===== src/rtl/lcd_scan_pkg.sv =====
package lcd_scan_pkg;

  // Strobes from the sequencer to the datapath, at most a few per cycle.
  typedef struct packed {
    logic frameBegin;  // first bit of a new frame
    logic frameEnd;    // tail gap of the frame finished
    logic cpRise;      // raise shift clock and present the next bit
    logic cpFall;      // lower shift clock
    logic colStep;     // advance the column pointer
    logic colClr;      // return the column pointer to 0
    logic loadRise;    // raise the latch strobe
    logic loadFall;    // lower the latch strobe and step the row
  } scan_strobe_t;

  // Position flags that the datapath returns to the sequencer.
  typedef struct packed {
    logic lastCol;
    logic lastRow;
  } scan_status_t;

  typedef enum logic [2:0] {
    S_IDLE,
    S_HIGH,
    S_LOW,
    S_PRE,
    S_LATCH,
    S_POST,
    S_TAIL
  } scan_state_t;

endpackage


===== src/rtl/scan_ctrl_fsm.sv =====
module scan_ctrl_fsm
  import lcd_scan_pkg::*;
#(
  parameter int CP_HALF = 2
) (
  input  logic         clk,
  input  logic         rstN,
  input  logic         startPulse,
  input  scan_status_t stat,
  output scan_strobe_t ctl
);

  localparam int TMR_W = (2 * CP_HALF > 2) ? $clog2(2 * CP_HALF) : 1;
  localparam logic [TMR_W-1:0] HALF_LD = TMR_W'(CP_HALF - 1);
  localparam logic [TMR_W-1:0] FULL_LD = TMR_W'(2 * CP_HALF - 1);

  scan_state_t state, stateNext;
  logic [TMR_W-1:0] tmr, tmrNext;
  logic tmrDone;

  assign tmrDone = (tmr == '0);

  always_comb begin
    stateNext = state;
    tmrNext   = tmrDone ? tmr : tmr - 1'b1;
    ctl       = '0;
    unique case (state)
      S_IDLE: begin
        if (startPulse) begin
          ctl.frameBegin = 1'b1;
          ctl.cpRise     = 1'b1;
          tmrNext        = HALF_LD;
          stateNext      = S_HIGH;
        end
      end
      S_HIGH: begin
        if (tmrDone) begin
          ctl.cpFall = 1'b1;
          if (stat.lastCol) begin
            ctl.colClr = 1'b1;
            tmrNext    = FULL_LD;
            stateNext  = S_PRE;
          end else begin
            ctl.colStep = 1'b1;
            tmrNext     = HALF_LD;
            stateNext   = S_LOW;
          end
        end
      end
      S_LOW: begin
        if (tmrDone) begin
          ctl.cpRise = 1'b1;
          tmrNext    = HALF_LD;
          stateNext  = S_HIGH;
        end
      end
      S_PRE: begin
        if (tmrDone) begin
          ctl.loadRise = 1'b1;
          tmrNext      = FULL_LD;
          stateNext    = S_LATCH;
        end
      end
      S_LATCH: begin
        if (tmrDone) begin
          ctl.loadFall = 1'b1;
          tmrNext      = FULL_LD;
          stateNext    = stat.lastRow ? S_TAIL : S_POST;
        end
      end
      S_POST: begin
        if (tmrDone) begin
          ctl.cpRise = 1'b1;
          tmrNext    = HALF_LD;
          stateNext  = S_HIGH;
        end
      end
      S_TAIL: begin
        if (tmrDone) begin
          ctl.frameEnd = 1'b1;
          stateNext    = S_IDLE;
        end
      end
      default: stateNext = S_IDLE;
    endcase
  end

  always_ff @(posedge clk or negedge rstN) begin
    if (!rstN) begin
      state <= S_IDLE;
      tmr   <= '0;
    end else begin
      state <= stateNext;
      tmr   <= tmrNext;
    end
  end

endmodule


===== src/rtl/scan_ctrl_dp.sv =====
module scan_ctrl_dp
  import lcd_scan_pkg::*;
#(
  parameter int COLS  = 240,
  parameter int ROWS  = 100,
  parameter int PAD   = 240,
  parameter int COL_W = 8,
  parameter int ROW_W = 7
) (
  input  logic             clk,
  input  logic             rstN,
  input  scan_strobe_t     ctl,
  input  logic             pixBit,
  output scan_status_t     stat,
  output logic [ROW_W-1:0] pixRow,
  output logic [COL_W-1:0] pixCol,
  output logic             cp,
  output logic             sdi,
  output logic             load,
  output logic             altM,
  output logic             frm
);

  localparam logic [COL_W-1:0] COL_LAST = COL_W'(PAD - 1);
  localparam logic [ROW_W-1:0] ROW_LAST = ROW_W'(ROWS - 1);

  logic [COL_W-1:0] col;
  logic [ROW_W-1:0] row;
  logic padBit;
  logic firstRow;

  assign pixCol       = col;
  assign pixRow       = row;
  assign firstRow     = (row == '0);
  assign stat.lastCol = (col == COL_LAST);
  assign stat.lastRow = (row == ROW_LAST);

  // Filler columns exist only when the width is not a multiple of 4.
  generate
    if (PAD == COLS) begin : g_noPad
      assign padBit = pixBit;
    end else begin : g_pad
      localparam logic [COL_W-1:0] COL_END = COL_W'(COLS);
      assign padBit = (col < COL_END) ? pixBit : 1'b0;
    end
  endgenerate

  always_ff @(posedge clk or negedge rstN) begin
    if (!rstN) begin
      col <= '0;
    end else if (ctl.colClr) begin
      col <= '0;
    end else if (ctl.colStep) begin
      col <= col + 1'b1;
    end
  end

  always_ff @(posedge clk or negedge rstN) begin
    if (!rstN) begin
      row <= '0;
    end else if (ctl.loadFall) begin
      row <= stat.lastRow ? '0 : row + 1'b1;
    end
  end

  always_ff @(posedge clk or negedge rstN) begin
    if (!rstN) begin
      cp  <= 1'b0;
      sdi <= 1'b0;
    end else if (ctl.cpRise) begin
      cp  <= 1'b1;
      sdi <= padBit;
    end else if (ctl.cpFall) begin
      cp  <= 1'b0;
    end
  end

  always_ff @(posedge clk or negedge rstN) begin
    if (!rstN) begin
      load <= 1'b0;
      altM <= 1'b0;
    end else if (ctl.loadRise) begin
      load <= 1'b1;
      if (firstRow) altM <= ~altM;
    end else if (ctl.loadFall) begin
      load <= 1'b0;
    end
  end

  // The marker is dropped at the first bit of row 1 or after the tail gap,
  // never at a latch edge, so the common chain always sees it settled.
  always_ff @(posedge clk or negedge rstN) begin
    if (!rstN) begin
      frm <= 1'b0;
    end else if (ctl.frameBegin) begin
      frm <= 1'b1;
    end else if (ctl.frameEnd || (ctl.cpRise && !firstRow)) begin
      frm <= 1'b0;
    end
  end

endmodule


===== src/rtl/lcd_scan_ctrl.sv =====
module lcd_scan_ctrl
  import lcd_scan_pkg::*;
#(
  parameter int COLS    = 240,
  parameter int ROWS    = 100,
  parameter int CP_HALF = 2,
  localparam int PAD    = ((COLS + 3) / 4) * 4,
  localparam int COL_W  = (PAD > 1) ? $clog2(PAD) : 1,
  localparam int ROW_W  = (ROWS > 1) ? $clog2(ROWS) : 1
) (
  input  logic             clk,
  input  logic             rstN,
  input  logic             startPulse,
  output logic [ROW_W-1:0] pixRow,
  output logic [COL_W-1:0] pixCol,
  input  logic             pixBit,
  output logic             shiftClk,
  output logic             serData,
  output logic             latchPulse,
  output logic             polarity,
  output logic             frameMark
);

  scan_strobe_t ctl;
  scan_status_t stat;

  scan_ctrl_fsm #(
    .CP_HALF(CP_HALF)
  ) u_fsm (
    .clk       (clk),
    .rstN      (rstN),
    .startPulse(startPulse),
    .stat      (stat),
    .ctl       (ctl)
  );

  scan_ctrl_dp #(
    .COLS (COLS),
    .ROWS (ROWS),
    .PAD  (PAD),
    .COL_W(COL_W),
    .ROW_W(ROW_W)
  ) u_dp (
    .clk   (clk),
    .rstN  (rstN),
    .ctl   (ctl),
    .pixBit(pixBit),
    .stat  (stat),
    .pixRow(pixRow),
    .pixCol(pixCol),
    .cp    (shiftClk),
    .sdi   (serData),
    .load  (latchPulse),
    .altM  (polarity),
    .frm   (frameMark)
  );

endmodule


===== config.mk =====
export PLATFORM = sky130hd
export DESIGN_NAME = lcd_scan_ctrl
export DESIGN_NICKNAME = d
export VERILOG_FILES = /design/src/rtl/lcd_scan_pkg.sv /design/src/rtl/scan_ctrl_fsm.sv /design/src/rtl/scan_ctrl_dp.sv /design/src/rtl/lcd_scan_ctrl.sv
export SDC_FILE = /design/constraint.sdc
export NUM_CORES = 1
export LEC_CHECK = 0
export BUFFER_PORTS_ARGS = -buffer_cell sky130_fd_sc_hd__buf_2
export CORE_MARGIN = 1.5
export CORE_UTILIZATION = 55
export CTS_CLUSTER_DIAMETER = 40
export DETAILED_ROUTE_END_ITERATION = 10
export PLACE_DENSITY = 0.78
export SLEW_MARGIN = 10
export SYNTH_ARGS = -nofsm -noshare
export SYNTH_HDL_FRONTEND = slang
export SYNTH_SLANG_ARGS = --single-unit

===== constraint.sdc =====
create_clock -name clk -period 2.25 [get_ports clk]
set_input_delay 0.3375 -clock clk [delete_from_list [all_inputs] [get_ports clk]]
set_output_delay 0.3375 -clock clk [all_outputs]
set_load 0.005 [all_outputs]

**After elaboration in Yosys (flattened, before gate mapping)**

Cells that the tools add are included.

- Bits in registers: 25
- Latch bits: 0
- RAM bits: 0
- Bits in read-only memories: 0
- Bits of input ports: 4
- Output and inout port bits: 20
- Logic and storage cells: 77
- Memories: 0

- $add $sub $neg: 3
- Multipliers: 0
- Div/mod/pow operators: 0
- Magnitude comparators: 0
- Equal/unequal tests: 14
- Shift operators: 0
- Mux-type cells: 36
- Bitwise gates (word level): 1
- Reduce and logical (&&, ||, !) cells: 14

Operators by type and width:

| operator | number |
|---|---|
| $mux W3 | 8 |
| $pmux W3 S6 | 1 |
| $mux W8 | 2 |
| $mux W1 | 15 |
| $mux W2 | 7 |
| $ne A2 B1 Y1 const B | 5 |
| $eq A3 B3 Y1 const B | 3 |
| $add A8 B1 Y8 const B | 1 |
| $eq A8 B8 Y1 const B | 1 |
| $pmux W2 S4 | 1 |
| $reduce_bool A2 Y1 | 4 |
| $add A7 B1 Y7 const B | 1 |
| $eq A7 B7 Y1 const B | 1 |
| $logic_not A7 Y1 | 1 |
| $mux W7 | 1 |
| $eq A3 B2 Y1 const B | 2 |
| $reduce_and A6 Y1 | 1 |
| $reduce_or A2 Y1 | 2 |
| $eq A3 B1 Y1 const B | 1 |
| $logic_not A3 Y1 | 1 |
| $logic_not A2 Y1 | 1 |
| $ne A2 B2 Y1 const B | 1 |
| $pmux W1 S2 | 1 |
| $reduce_and A2 Y1 | 1 |
| other kinds (5) | 5 |

**Logic depth before layout (Yosys ltp)**

- Depth in word-level cells: 7
- Mapped depth: 7
- Gate-level depth less buffers: 6

**Cells and area by module**

A second synthesis with hierarchy kept.

- Cell total of the unflattened synthesis: 151
- Area, all modules: 1430.1 um^2

Modules (own cells, without submodules):

| module | times used | cells each | area each (um^2) | seq. area each (um^2) |
|---|---|---|---|---|
| scan_ctrl_dp | 1 | 91 | 947.2 | 500.5 |
| scan_ctrl_fsm | 1 | 60 | 483.0 | 125.1 |

**Worst setup path before layout**

OpenSTA, ideal clock, no wires.

- Path type: flip-flop to flip-flop
- From: register u_fsm.tmr[0]
- To: register u_dp.col[7] (netlist: u_dp.pixCol[7])
- Setup time: 79 ps
- Arrival time: 1525 ps
- Required time: 2171 ps
- Slack: 646 ps
- Stages on the path, launching flop included: 8
- Clock period less this slack: 1604 ps
- Path through: dfrtp_1 > inv_1 > ha_1 > nand4bb_1 > buf_2 > nor3_2 > and3_1 > mux2i_1

- Cells in the longest elaborated chain, start to end: 4
- Elaborated cells on any way between the ends: 5

RTL lines:

| item | line | RTL |
|---|---|---|
| start, declared | scan_ctrl_fsm.sv:18 | `logic [TMR_W-1:0] tmr, tmrNext;` |
| start signal, assigned | scan_ctrl_fsm.sv:94 | `tmr <= tmrNext;` |
| $logic_not A2 Y1 * | scan_ctrl_fsm.sv:21 | `assign tmrDone = (tmr == '0);` |
| $mux W3 * | scan_ctrl_fsm.sv:37 | `if (tmrDone) begin` |
| $mux W3 * | scan_ctrl_fsm.sv:27 | `unique case (state)` |
| $mux W8 or $reduce_bool A2 Y1 (tied branches) | -- |  |
| end signal, assigned | scan_ctrl_dp.sv:54 | `col <= col + 1'b1;` |
| end, declared | scan_ctrl_dp.sv:27 | `logic [COL_W-1:0] col;` |

Every way passes the cells marked *; elsewhere a longest branch is shown, timed or not.
A chain may end at the register's enable or synchronous reset.

**Worst setup path in the final report**

Ends and elaborated chain as after synthesis.

==> qor.txt <==
Post-synth ARST share -> 1.00
setup repair bufs after CTS -> 0
Max-Cap Viols -> 0
layout cell share with drive strength beyond 1 -> 0.209
Slowest-stage cell, CP -> dfrtp_1
setup TNS -> 0 ns
worst vdd ir -> 0.357 mV
Yosys reg bits -> 25
worst hold path cell count -> 2
final hold violations -> 0
final period utilization -> 0.857
Worst Path Required -> 2.46 ns
Via density -> 5.94
DR WL/cell -> 13.9 µm
number of enable flip-flop cells after synthesis -> 0
endpoint class of the critical path -> register
initial antenna violation count -> 0
Nets -> 199
max-slew violations -> 0
TritonCTS buffer count -> 3
FF-to-FF path depth -> 7
Leak Pwr -> 0.813 nW
Die X -> 55.4 µm
Yosys top cell by area -> dfrtp_1
Post-Route M1 WL -> 1420 µm
final wirelength -> 3020 µm
dominant synthesized flop cell -> dfrtp_1
Worst-Skew Late Latency -> 0.31 ns
CP max stage delay -> 0.42 ns
post-synth net total -> 173
top cells by area, synth -> dfrtp_1 (41%), ha_1 (5.8%), nand2_1 (4.7%)
sink of the worst hold path -> u_dp.sdi
Crit Reg-Reg Endpoint -> u_dp.pixCol[7]
Pwr Total -> 661 µW
top routing layer used -> met4
WL met3 -> 122 µm
status -> completed
endpoints failing setup -> 0
clk buf depth -> 2
CP cell instances -> inv_1 -> ha_1 -> nand4bb_1 -> buf_4 -> nor4_4 -> nand2b_1 -> mux2i_1
cell with the most instances after synthesis -> dfrtp_1
antenna-violating nets left -> 0
die height -> 55.4 µm
gp weighted congestion -> 0.834
sequential fraction of the synthesis area -> 0.414
first-pass detailed-route iteration total -> 4
Pwr Density -> 390 nW/µm²
worst setup margin -> 0.321 ns
dpl hpwl -> 2270 µm
crit path kind -> reg -> reg
crit path time final -> 1.93 ns
Crit Path Max Fanout -> 11
vias in the first global route -> 1174
Avg Cell Area, Syn -> 9.32 µm²
synth-to-layout area growth -> 12.3%
GRT overflow -> 0
Iteration-0 DRC Markers -> 64
reg2reg start -> u_fsm.tmr[0]
die area -> 3070 µm²
DR vias -> 1288
crit path launch type -> register
CTS tree -> done
clock tree sinks -> 25
Met2 Wirelength -> 1460 µm
H-tree Lvls -> 1
first-pass GRT wire length -> 5240 µm
Worst Path Arrival -> 2.14 ns
mapped cell area -> 1510 µm²
gr usage total -> 0.207
Cell variety after synth -> 43
YS warnings -> 0
n_diodes -> 0
Clk Tree Root Cell -> clkbuf_4
RSZ-0062 raised after global routing -> false
Worst-Margin Slew -> 0.572 ns
site row count -> 18
clk_skew -> 0.00516 ns
top post-synthesis cells by count -> dfrtp_1 (25), nand2_1 (19), nor2_1 (12), inv_1 (8), o21ai_0 (8)
R2R setup slack -> 0.32 ns
Initial Utilization -> 0.593
num ports -> 24
pre-CTS worst setup slack -> 0.358 ns
Rel. slew slack -> 0.613
largest net degree at the start of global routing -> 26
Hold Crit Class -> in -> reg
CORE AREA -> 2540 µm²
Synth Instances -> 162
HP Start -> pixBit
Yosys top cell area share -> 0.414
Highest Clock Rate -> 0.518 GHz
DRC -> 0
PortBufs -> 23
clk slew on worst S/H paths -> 0.13 ns
==> stage by stage <==
step                cell area, µm²  hold slack (ns)   util  cells
global route                  1700            0.251  0.666    217
CTS                           1700            0.241  0.666    217
global placement              1660            0.353  0.651    212
floorplan                     1510           0.0419      -    162
finish                        1700            0.246  0.666    217
detailed placement            1660            0.352  0.651    212
==> registers in the layout, summed over array words and instances, names as in the netlist <==
name,count
u_dp.load,1
u_dp.pixRow,7
u_dp.pixCol,8
u_dp.sdi,1
u_fsm.state,3
u_dp.altM,1
u_dp.cp,1
u_fsm.tmr,2
u_dp.frm,1
==> layout make-up <==
cell class | count | area [µm²]
Clock buffer | 3 | 22.5
Clock inverter | 1 | 5.00
Fill cell | 203 | 850
Inverter | 8 | 30.0
Multi-Input combinational cell | 120 | 805
Sequential cell | 25 | 626
Tap cell | 30 | 37.5
Timing Repair Buffer | 30 | 170
==> what timing repair did <==
action / in CTS / in global routing
hold buffers: 1 / 0
endpoints found under the hold margin: 25 / 0
resized for setup: 0 / 0
==> worst max path at each step <==
stage,from,endpoint,slack [ns],cells past startpoint
after floorplan,u_fsm.tmr[0],u_dp.pixCol[7],0.65,7
after global placement,u_fsm.tmr[0],u_dp.pixCol[7],0.46,7
after detailed placement,u_fsm.tmr[0],u_dp.pixCol[7],0.36,7
after CTS,u_fsm.tmr[0],u_dp.pixCol[7],0.34,7
after global routing,u_fsm.tmr[0],u_dp.pixCol[7],0.17,7
final,u_fsm.tmr[0],u_dp.pixCol[7],0.32,7
==> power by group <==
group          total [mW]  switching, mW  internal, mW
clock network       0.196          0.129        0.0664
registers           0.451       0.000378         0.450
logic              0.0148         0.0103       0.00455
total               0.661          0.140         0.521
==> cells by family after synthesis <==
group           count (synthesis)  synth area share
fa+ha+maj                       7            0.0580
buf+inv                        17            0.0530
compound gates                 36             0.157
xor+xnor                        6            0.0348
flops                          25             0.414
simple gates                   65             0.241
mux                             6            0.0414
==> metal layers <==
metal | vias up | global-route usage
met5 | - | 0
met1 | 614 | 0.289
met2 | 40 | 0.342
met3 | 4 | 0.0211
li1 | 630 | -
met4 | 0 | 0.0592
==> cell usage in the layout (no fill, tap or decap), types with 3 or more instances in the layout <==
cell / Yosys / final
nor3_1: 3 / 3
nand4_1: 5 / 5
dfrtp_1: 25 / 25
o21ai_1: 3 / 3
xnor2_1: 6 / 6
nand3_1: 7 / 7
buf_2: 7 / 23
clkbuf_4: 0 / 3
and3_1: 3 / 3
o21ai_0: 8 / 8
nand2_1: 19 / 19
buf_4: 0 / 6
nor2_1: 12 / 12
a21o_1: 6 / 6
nand2b_1: 3 / 3
ha_1: 7 / 7
inv_1: 8 / 8
mux2i_1: 4 / 4
a21oi_1: 4 / 4
==> worst max-delay path: cells and delay by family (launching register included) <==
family,cells,cell delay (ns)
simple gates,3,0.65
fa+ha+maj,1,0.39
buf+inv,2,0.30
flops,1,0.42
mux,1,0.06
Power figures use the tool's default switching activity.
